File: src/rtl/latewr_pkg.sv
package latewr_pkg;
  typedef enum logic [1:0] {
    CMD_IDLE  = 2'd0,
    CMD_READ  = 2'd1,
    CMD_WRITE = 2'd2
  } cmd_kind_t;
endpackage

File: src/rtl/latewr_stage.sv
module latewr_stage
  import latewr_pkg::*;
#(
  parameter int AW = 4,
  parameter int DW = 9
) (
  input  logic          clk,
  input  logic          rst_n,
  input  cmd_kind_t     cmd_kind,
  input  logic [AW-1:0] cmd_addr,
  input  logic [DW-1:0] wr_data,
  output logic          wa_vld,
  output logic          hold_vld,
  output logic [AW-1:0] hold_addr,
  output logic [DW-1:0] hold_data,
  output logic          arr_we
);
  logic [AW-1:0] wa_addr;

  // Commit the held entry on any edge without a read, or when new data
  // is about to replace it.
  always_comb arr_we = hold_vld && ((cmd_kind != CMD_READ) || wa_vld);

  always_ff @(posedge clk) begin
    if (!rst_n) begin
      wa_vld    <= 1'b0;
      wa_addr   <= '0;
      hold_vld  <= 1'b0;
      hold_addr <= '0;
      hold_data <= '0;
    end else begin
      wa_vld <= (cmd_kind == CMD_WRITE);
      if (cmd_kind == CMD_WRITE) wa_addr <= cmd_addr;
      if (wa_vld) begin
        hold_vld  <= 1'b1;
        hold_addr <= wa_addr;
        hold_data <= wr_data;
      end else if (arr_we) begin
        hold_vld <= 1'b0;
      end
    end
  end
endmodule

File: src/rtl/latewr_array.sv
module latewr_array #(
  parameter int AW = 4,
  parameter int DW = 9
) (
  input  logic          clk,
  input  logic          rst_n,
  input  logic          we,
  input  logic [AW-1:0] waddr,
  input  logic [DW-1:0] wdata,
  input  logic [AW-1:0] raddr,
  output logic [DW-1:0] rdata
);
  localparam int DEPTH = 1 << AW;

  logic [DW-1:0] mem [DEPTH];

  always_ff @(posedge clk) begin
    if (!rst_n) begin
      for (int i = 0; i < DEPTH; i++) mem[i] <= '0;
    end else if (we) begin
      mem[waddr] <= wdata;
    end
  end

  always_comb rdata = mem[raddr];
endmodule

File: src/rtl/latewr_rdpath.sv
module latewr_rdpath
  import latewr_pkg::*;
#(
  parameter int AW = 4,
  parameter int DW = 9
) (
  input  logic          clk,
  input  logic          rst_n,
  input  cmd_kind_t     cmd_kind,
  input  logic [AW-1:0] cmd_addr,
  input  logic          hold_vld,
  input  logic [AW-1:0] hold_addr,
  input  logic [DW-1:0] hold_data,
  input  logic [DW-1:0] arr_rdata,
  output logic [AW-1:0] rd_addr_q,
  output logic          rd_valid,
  output logic [DW-1:0] rd_data
);
  logic          rd_pend;
  logic          hit;
  logic [DW-1:0] sel_data;

  // The held entry is always newer than the array copy.
  always_comb begin
    hit      = hold_vld && (hold_addr == rd_addr_q);
    sel_data = hit ? hold_data : arr_rdata;
  end

  always_ff @(posedge clk) begin
    if (!rst_n) begin
      rd_pend   <= 1'b0;
      rd_addr_q <= '0;
      rd_valid  <= 1'b0;
      rd_data   <= '0;
    end else begin
      rd_pend <= (cmd_kind == CMD_READ);
      if (cmd_kind == CMD_READ) rd_addr_q <= cmd_addr;
      rd_valid <= rd_pend;
      if (rd_pend) rd_data <= sel_data;
    end
  end
endmodule

File: src/rtl/latewr_sram.sv
module latewr_sram
  import latewr_pkg::*;
#(
  parameter int AW = 4,
  parameter int DW = 9
) (
  input  logic          clk,
  input  logic          rst_n,
  input  logic          cmd_valid,
  input  logic          cmd_write,
  input  logic [AW-1:0] cmd_addr,
  input  logic [DW-1:0] wr_data,
  output logic          rd_valid,
  output logic [DW-1:0] rd_data
);
  cmd_kind_t     cmd_kind;
  logic          wa_vld;
  logic          hold_vld;
  logic [AW-1:0] hold_addr;
  logic [DW-1:0] hold_data;
  logic          arr_we;
  logic [AW-1:0] rd_addr_q;
  logic [DW-1:0] arr_rdata;

  always_comb begin
    if (!cmd_valid)    cmd_kind = CMD_IDLE;
    else if (cmd_write) cmd_kind = CMD_WRITE;
    else               cmd_kind = CMD_READ;
  end

  latewr_stage #(.AW(AW), .DW(DW)) i_stage (
    .clk(clk), .rst_n(rst_n), .cmd_kind(cmd_kind), .cmd_addr(cmd_addr),
    .wr_data(wr_data), .wa_vld(wa_vld), .hold_vld(hold_vld),
    .hold_addr(hold_addr), .hold_data(hold_data), .arr_we(arr_we)
  );

  latewr_array #(.AW(AW), .DW(DW)) i_array (
    .clk(clk), .rst_n(rst_n), .we(arr_we), .waddr(hold_addr),
    .wdata(hold_data), .raddr(rd_addr_q), .rdata(arr_rdata)
  );

  latewr_rdpath #(.AW(AW), .DW(DW)) i_rdpath (
    .clk(clk), .rst_n(rst_n), .cmd_kind(cmd_kind), .cmd_addr(cmd_addr),
    .hold_vld(hold_vld), .hold_addr(hold_addr), .hold_data(hold_data),
    .arr_rdata(arr_rdata), .rd_addr_q(rd_addr_q), .rd_valid(rd_valid),
    .rd_data(rd_data)
  );
endmodule

File: config.mk
export PLATFORM = sky130hd
export DESIGN_NAME = latewr_sram
export DESIGN_NICKNAME = d
export VERILOG_FILES = /design/src/rtl/latewr_pkg.sv /design/src/rtl/latewr_stage.sv /design/src/rtl/latewr_array.sv /design/src/rtl/latewr_rdpath.sv /design/src/rtl/latewr_sram.sv
export SDC_FILE = /design/constraint.sdc
export NUM_CORES = 1
export LEC_CHECK = 0
export CAP_MARGIN = 40
export CORE_UTILIZATION = 55
export DETAILED_ROUTE_END_ITERATION = 10
export PLACE_DENSITY = 0.73
export SLEW_MARGIN = 20
export SYNTH_ARGS = -nofsm -noshare
export SYNTH_HDL_FRONTEND = slang
export SYNTH_HIERARCHICAL = 1
export SYNTH_SLANG_ARGS = --single-unit
export TNS_END_PERCENT = 10
File: constraint.sdc
create_clock -name clk -period 3.55 [get_ports clk]
set_clock_uncertainty 0.15 [all_clocks]
set_input_delay 0.355 -clock clk [delete_from_list [all_inputs] [get_ports clk]]
set_output_delay 0.355 -clock clk [all_outputs]
set_load 0.01 [all_outputs]
==> run metrics, run 1 <==
n_diodes=0; setup TNS=0 ns; Leak=3.23 nW; CTS tree=yes; GRT Overall Usage=25.7%; relative slew slack=between 40% and 50%; Sink Count=178; unrepaired setup endpoints after global routing=false; Clock Pin Slew Worst Setup and Hold Paths=0.07 ns; setup repair bufs after CTS=0; syn_nets=around 580; global route overflow=0; Synth Warn #=6; vias in the first global route=4637; DRC violations left=0; drt pass-1 iters=5; die width=123 um; Sw Share=22.1%; count leader, synth=and2_1; worst r2r path cells=6; share of power burned in registers=between 50 and 60%; Critical Path AT=2.50 ns; CP max stage delay=0.47 ns; Period minus WS final=between 2 and 3 ns; Syn Std Cell Area=8110 um^2; Synth top area share=53.3%; fraction of registers with async set/reset=0%; flop2flop setup slack=0.99 ns; Layout area overhead=12.3%; via count=4722; Critical Path RT=3.48 ns; CTS Hold Bufs=0; Fillers=1056; FF-to-FF End=i_rdpath/rd_data[1]; critical path's most frequent cell=nand2b_1; Comb power frac=about 6%; CTS Buf Count=17; met2 Track Usage GR=41.2%; P_int=3.41 mW; met3 Resource Use GR=7.61%; part of the Yosys area used for sequential elements=61.7%; worst hold path class=reg2reg; clk buf depth=2; Max Cap Viol=0; H-tree Lvls=4; Hold Path Depth=2; Post-synth top flop=edfxtp_1; outcome=finished clean; Worst Setup Start Kind=primary input; Crit. End Element=register; cts repair resizes=0; Ports=27; Starting DRT DRC Count=~490; Max Fclk=a little under 0.4 GHz; initial core utilization=56.0%; Worst setup startpoint=cmd_write; antenna violations before repair=1; fin nets=612; Post-Syn Instances=562; worst-path fanout max=10; global routing met1 resource utilization=33.6%; Cell Chain, Critical Path=clkdlybuf4s50_1 > and2b_2 > nand2b_1 > o21a_1 > nand4b_1 > nor3_2 > nand2b_1; first-pass GRT wire length=27100 um; Psw=0.968 mW; crit path kind=in2reg; HP Start=i_stage/wa_addr[1]; DRT Wirelength=17900 um; HPWL after detailed placement=11500 um; Hold EP=i_stage/wa_addr[1]; Routed Antenna Nets=0; slowest cell on the critical path=clkdlybuf4s50_1; cell row count=44; GP Congestion=0.837; largest area contributor in the netlist=edfxtp_1; largest cells by area after synthesis=edfxtp_1 (53%), and2_1 (11%), dfxtp_1 (8.4%), mux4_2 (5.8%), mux4_1 (4.9%); hold slack=0.320 ns; Clock power frac=~40%; ratio of cells with drive above 1 in the final layout=13.2%; Design Power=~4.4 mW; DR vias/cell=5.96; synthesized flop and latch total=178; Core Region=14500 um^2; number of synthesized flops with an enable pin=144; GRT busiest layer=met2; Worst Max-Slew Pin Slew=0.841 ns; DIE AREA=around 15000 um^2; Clk Latency, worst-skew pair=0.43 ns; Hold Fails Final Rpt=0; routed len/inst=22.6 um; Max Slew Vio Count=0; top cells by count, synth=and2_1 (148), edfxtp_1 (144), dfxtp_1 (34); total power divided by cell area=480 nW/um^2; Peak VDD IR=slightly below 0.6 mV; die height=approximately 120 um; worst r2r src=i_rdpath/rd_addr_q[0]; Mapped Avg Cell Area=14.4 um^2; synth unique cells=36; final worst path period share=72.5%; largest net degree at the start of global routing=41; I/O Buffers=26; clock tree root driver cell=clkbuf_16; # setup viols final=0
-- cell usage in the layout, fill, tap and decap left out, types with 2 or more instances in the layout --
| cell type | netlist | layout |
|---|---|---|
| nor2b_1 | 20 | 20 |
| inv_4 | 0 | 3 |
| a31oi_1 | 9 | 9 |
| a22oi_1 | 18 | 18 |
| nand2_1 | 20 | 20 |
| nand4b_1 | 2 | 2 |
| o21ai_1 | 9 | 9 |
| nor3_2 | 4 | 4 |
| nand2b_1 | 7 | 7 |
| mux4_2 | 21 | 21 |
| and2_1 | 148 | 148 |
| clkbuf_16 | 0 | 17 |
| edfxtp_1 | 144 | 144 |
| xnor2_1 | 3 | 3 |
| buf_8 | 0 | 2 |
| mux4_1 | 15 | 15 |
| mux2i_1 | 21 | 21 |
| o21ai_0 | 22 | 22 |
| nor2_1 | 13 | 13 |
| buf_4 | 3 | 17 |
| inv_6 | 0 | 2 |
| clkinv_2 | 0 | 4 |
| nand4_1 | 10 | 10 |
| clkbuf_1 | 14 | 3 |
| dfxtp_1 | 34 | 33 |
| clkdlybuf4s50_1 | 0 | 26 |
-- worst max-delay path, delay by kind of cell --
family / cells / cell delay, ns
buffers and inverters: 1 / 0.47
AOI/OAI and AO/OA: 1 / 0.21
and+or+nand+nor: 5 / 1.49
-- worst max path at each step --
stage	end	slack (ns)	cells past startpoint
after CTS	i_rdpath/rd_data[1]	0.96	6
after floorplan	i_array/mem[1][0]	1.23	5
final	i_array/mem[4][4]	0.98	7
after global placement	i_array/mem[4][0]	0.59	7
after global routing	i_array/mem[4][8]	0.79	7
after detailed placement	i_array/mem[4][4]	0.53	7
-- power by group through the flow --
stage               logic [mW]  registers, mW  clock network, mW
floorplan                0.176           2.38                  0
global placement         0.249           2.41                  0
detailed placement       0.255           2.41                  0
CTS                      0.257           2.37               1.78
global route             0.281           2.37               1.85
finish                   0.263           2.36               1.75
-- metrics by stage --
stage	instances	util, %	cell area [um^2]	setup slack [ns]
3_5_place_dp	758	59.0	8540	0.533
6_report	792	62.9	9110	0.977
4_1_cts	790	62.7	9080	0.959
3_3_place_gp	757	58.9	8530	0.594
5_1_grt	792	62.9	9110	0.785
2_1_floorplan	562	-	8110	1.23
-- state kept, by name, indices dropped and copies added (netlist names) --
name                count
i_stage/wa_vld          1
i_rdpath/rd_pend        1
i_stage/hold_data       9
i_stage/hold_addr       4
i_array/mem           144
i_rdpath/rd_valid       1
i_rdpath/rd_addr_q      4
i_stage/wa_addr         4
i_stage/hold_vld        1
i_rdpath/rd_data        9
-- area by class of cell --
cell class / instances / area (um^2) / area share [%]
Sequential cell: 178 / 5010 / 55.0
Multi-Input combinational cell: 351 / 2880 / 31.6
Timing Repair Buffer: 47 / 449 / 4.93
Clock buffer: 20 / 437 / 4.79
Tap cell: 184 / 230 / 2.53
Clock inverter: 12 / 106 / 1.17
-- layer usage --
| metal | routed length [um] | up-vias |
|---|---|---|
| li1 | - | 2158 |
| met1 | 7560 | 2390 |
| met2 | 8920 | 155 |
| met3 | 1180 | 19 |
| met4 | 254 | 0 |
| met5 | 0 | - |
-- cell families (layout without fill, tap and decap cells) --
| logic type | count (synthesis) | count (layout) | share of synthesized area [%] |
|---|---|---|---|
| simple gates | 231 | 231 | 17.2 |
| flops | 178 | 178 | 61.7 |
| compound gates | 59 | 59 | 4.36 |
| mux | 57 | 57 | 13.3 |
| buf+inv | 33 | 79 | 2.79 |
| xor+xnor | 4 | 4 | 0.663 |
(Power assumes the default switching activity.)
==> inputs of run 2 (changes only) <==
PLACE_DENSITY = 0.76   (was 0.73)
clock period = 2.3 ns   (was 3.55 ns; I/O delays follow)
==> run metrics, run 2 (synthesis gave the netlist of run 1 again) <==
outcome=finished clean; Period minus WS final=2.13 ns; Critical Path RT=2.43 ns (-1.05 ns); I/O Buffers=26 (unchanged); crit path kind=reg2reg; Max Cap Viol=0 (unchanged); die width=123 um (unchanged); DRT Wirelength=18800 um (+4.7%); FF-to-FF End=i_rdpath/rd_data[5]; drt pass-1 iters=5 (unchanged); Max Fclk=0.470 GHz; Starting DRT DRC Count=461 (-5.1%); setup TNS=0 ns (unchanged); clk buf depth=2 (unchanged); worst r2r src=i_rdpath/rd_addr_q[0]; Clock Pin Slew Worst Setup and Hold Paths=0.07 ns (about the same); final worst path period share=92.6%; Layout area overhead=15.2%; n_diodes=0 (unchanged); Fillers=1024 (-3.0%); HPWL after detailed placement=12900 um (+12%); DR vias/cell=6.03 (+1.1%); via count=4908 (+3.9%); commonest non-fill, non-tap cell in the layout=and2_1; Max Slew Vio Count=0 (unchanged); worst r2r path cells=6 (unchanged); CTS Hold Bufs=0 (unchanged); # setup viols final=0 (unchanged); vias in the first global route=4749 (+2.4%); Sink Count=178 (unchanged); Hold Path Depth=3 (+1); DRC violations left=0 (unchanged); Routed Antenna Nets=0 (unchanged); initial core utilization=56.0% (unchanged); first-pass GRT wire length=28200 um (+4.0%); unrepaired setup endpoints after global routing=false; Crit. End Element=register; ratio of cells with drive above 1 in the final layout=16.8% (+3.7 points); fin util=64.5% (+1.6 points); Clk Latency, worst-skew pair=0.43 ns (about the same); flop2flop setup slack=0.17 ns (-0.82 ns); relative slew slack=58.0% (+14 points); routed len/inst=23.1 um (+1.9%); antenna violations before repair=1 (unchanged); GRT Overall Usage=26.8% (+1.0 points); worst hold path class=in2reg; total power divided by cell area=733 nW/um^2 (+53%); Core Region=14500 um^2 (unchanged); die height=123 um (unchanged); most frequent cells in the layout=and2_1 (148), edfxtp_1 (144), buf_4 (37); cell row count=44 (unchanged); DIE AREA=15200 um^2 (unchanged); Biggest register=i_array/mem; Critical Path AT=2.26 ns (-0.24 ns); global route overflow=0 (unchanged); fin nets=634 (+3.6%); CTS Buf Count=17 (unchanged); Hold Fails Final Rpt=0 (unchanged); Ports=27 (unchanged); H-tree Lvls=4 (unchanged); Leak=3.37 nW (+4.4%); setup repair bufs after CTS=0 (unchanged); max reg flops=144 (unchanged); HP Start=rst_n; worst-path fanout max=20 (+10); Worst Setup Start Kind=register; largest registers=i_array/mem (144), i_rdpath/rd_data (9), i_stage/hold_data (9); CTS tree=yes; clock tree root driver cell=clkbuf_16; Hold EP=i_array/mem[4][0]; largest net degree at the start of global routing=49 (+20%); Peak VDD IR=0.555 mV (-6.7%); cts repair resizes=0 (unchanged); Worst Max-Slew Pin Slew=0.628 ns (-0.213 ns); GP Congestion=0.905 (+8.1%)
==> run 2: cell count changes in the layout (fill, tap and decap cells not counted), sizes merged <==
cell	previous run	this run
buf	21	44
inv	6	2
clkinv	5	11
clkbuf	20	19
clkdlybuf4s50	26	25
bufinv	1	0
==> run 2: power by group <==
| group | total, mW | internal, mW | switching [mW] |
|---|---|---|---|
| combinational | 0.444 | 0.207 | 0.237 |
| sequential | 3.64 | 3.58 | 0.0650 |
| clock | 2.77 | 1.52 | 1.25 |
==> run 2: layer usage <==
layer | vias to the layer above | GRT usage, % | routed length (um)
met5 | - | 0 | 0
met4 | 0 | 9.56 | 396
met3 | 31 | 4.98 | 1140
met2 | 205 | 44.6 | 9560
met1 | 2468 | 35.1 | 7680
li1 | 2204 | - | -
==> run 2: critical path, cell delays in order (launching register included) <==
cell and delay (ns):
dfxtp_2 0.38, buf_12 0.20, mux4_1 0.61, a22oi_1 0.30
nand2_1 0.12, o21ai_1 0.11, a31oi_1 0.11
==> run 2: layout make-up <==
class                   instances  area (um^2)  area share [%]
multi-input cells             351         2880            30.8
well taps                     184          230            2.46
flip-flops and latches        178         5010            53.6
clock buffers                  19          475            5.09
clock inverters                13         98.8            1.06
repair buffers                 69          653            6.99
==> run 2: worst max-delay path by stage <==
stage | start | endpoint | slack, ns | cells past startpoint
after floorplan | i_stage/wa_vld | i_array/mem[1][0] | 0.04 | 5
after global placement | cmd_write | i_array/mem[5][4] | -0.16 | 8
after detailed placement | cmd_write | i_array/mem[5][2] | -0.20 | 8
after CTS | i_rdpath/rd_addr_q[0] | i_rdpath/rd_data[3] | 0.18 | 6
after global routing | i_rdpath/rd_addr_q[0] | i_rdpath/rd_data[5] | 0.08 | 6
final | i_rdpath/rd_addr_q[0] | i_rdpath/rd_data[5] | 0.17 | 6
==> run 2: metrics by stage <==
| stage | std cells | total power [mW] | area (um^2) | setup slack (ns) | hold slack, ns |
|---|---|---|---|---|---|
| after floorplan | 562 | 3.95 | 8110 | 0.0377 | 0.218 |
| after global routing | 814 | 7.04 | 9350 | 0.0809 | 0.247 |
| after detailed placement | 782 | 4.15 | 8770 | -0.197 | 0.304 |
| after CTS | 814 | 6.87 | 9350 | 0.178 | 0.221 |
| after global placement | 782 | 4.13 | 8770 | -0.158 | 0.293 |
| final | 814 | 6.85 | 9350 | 0.170 | 0.243 |
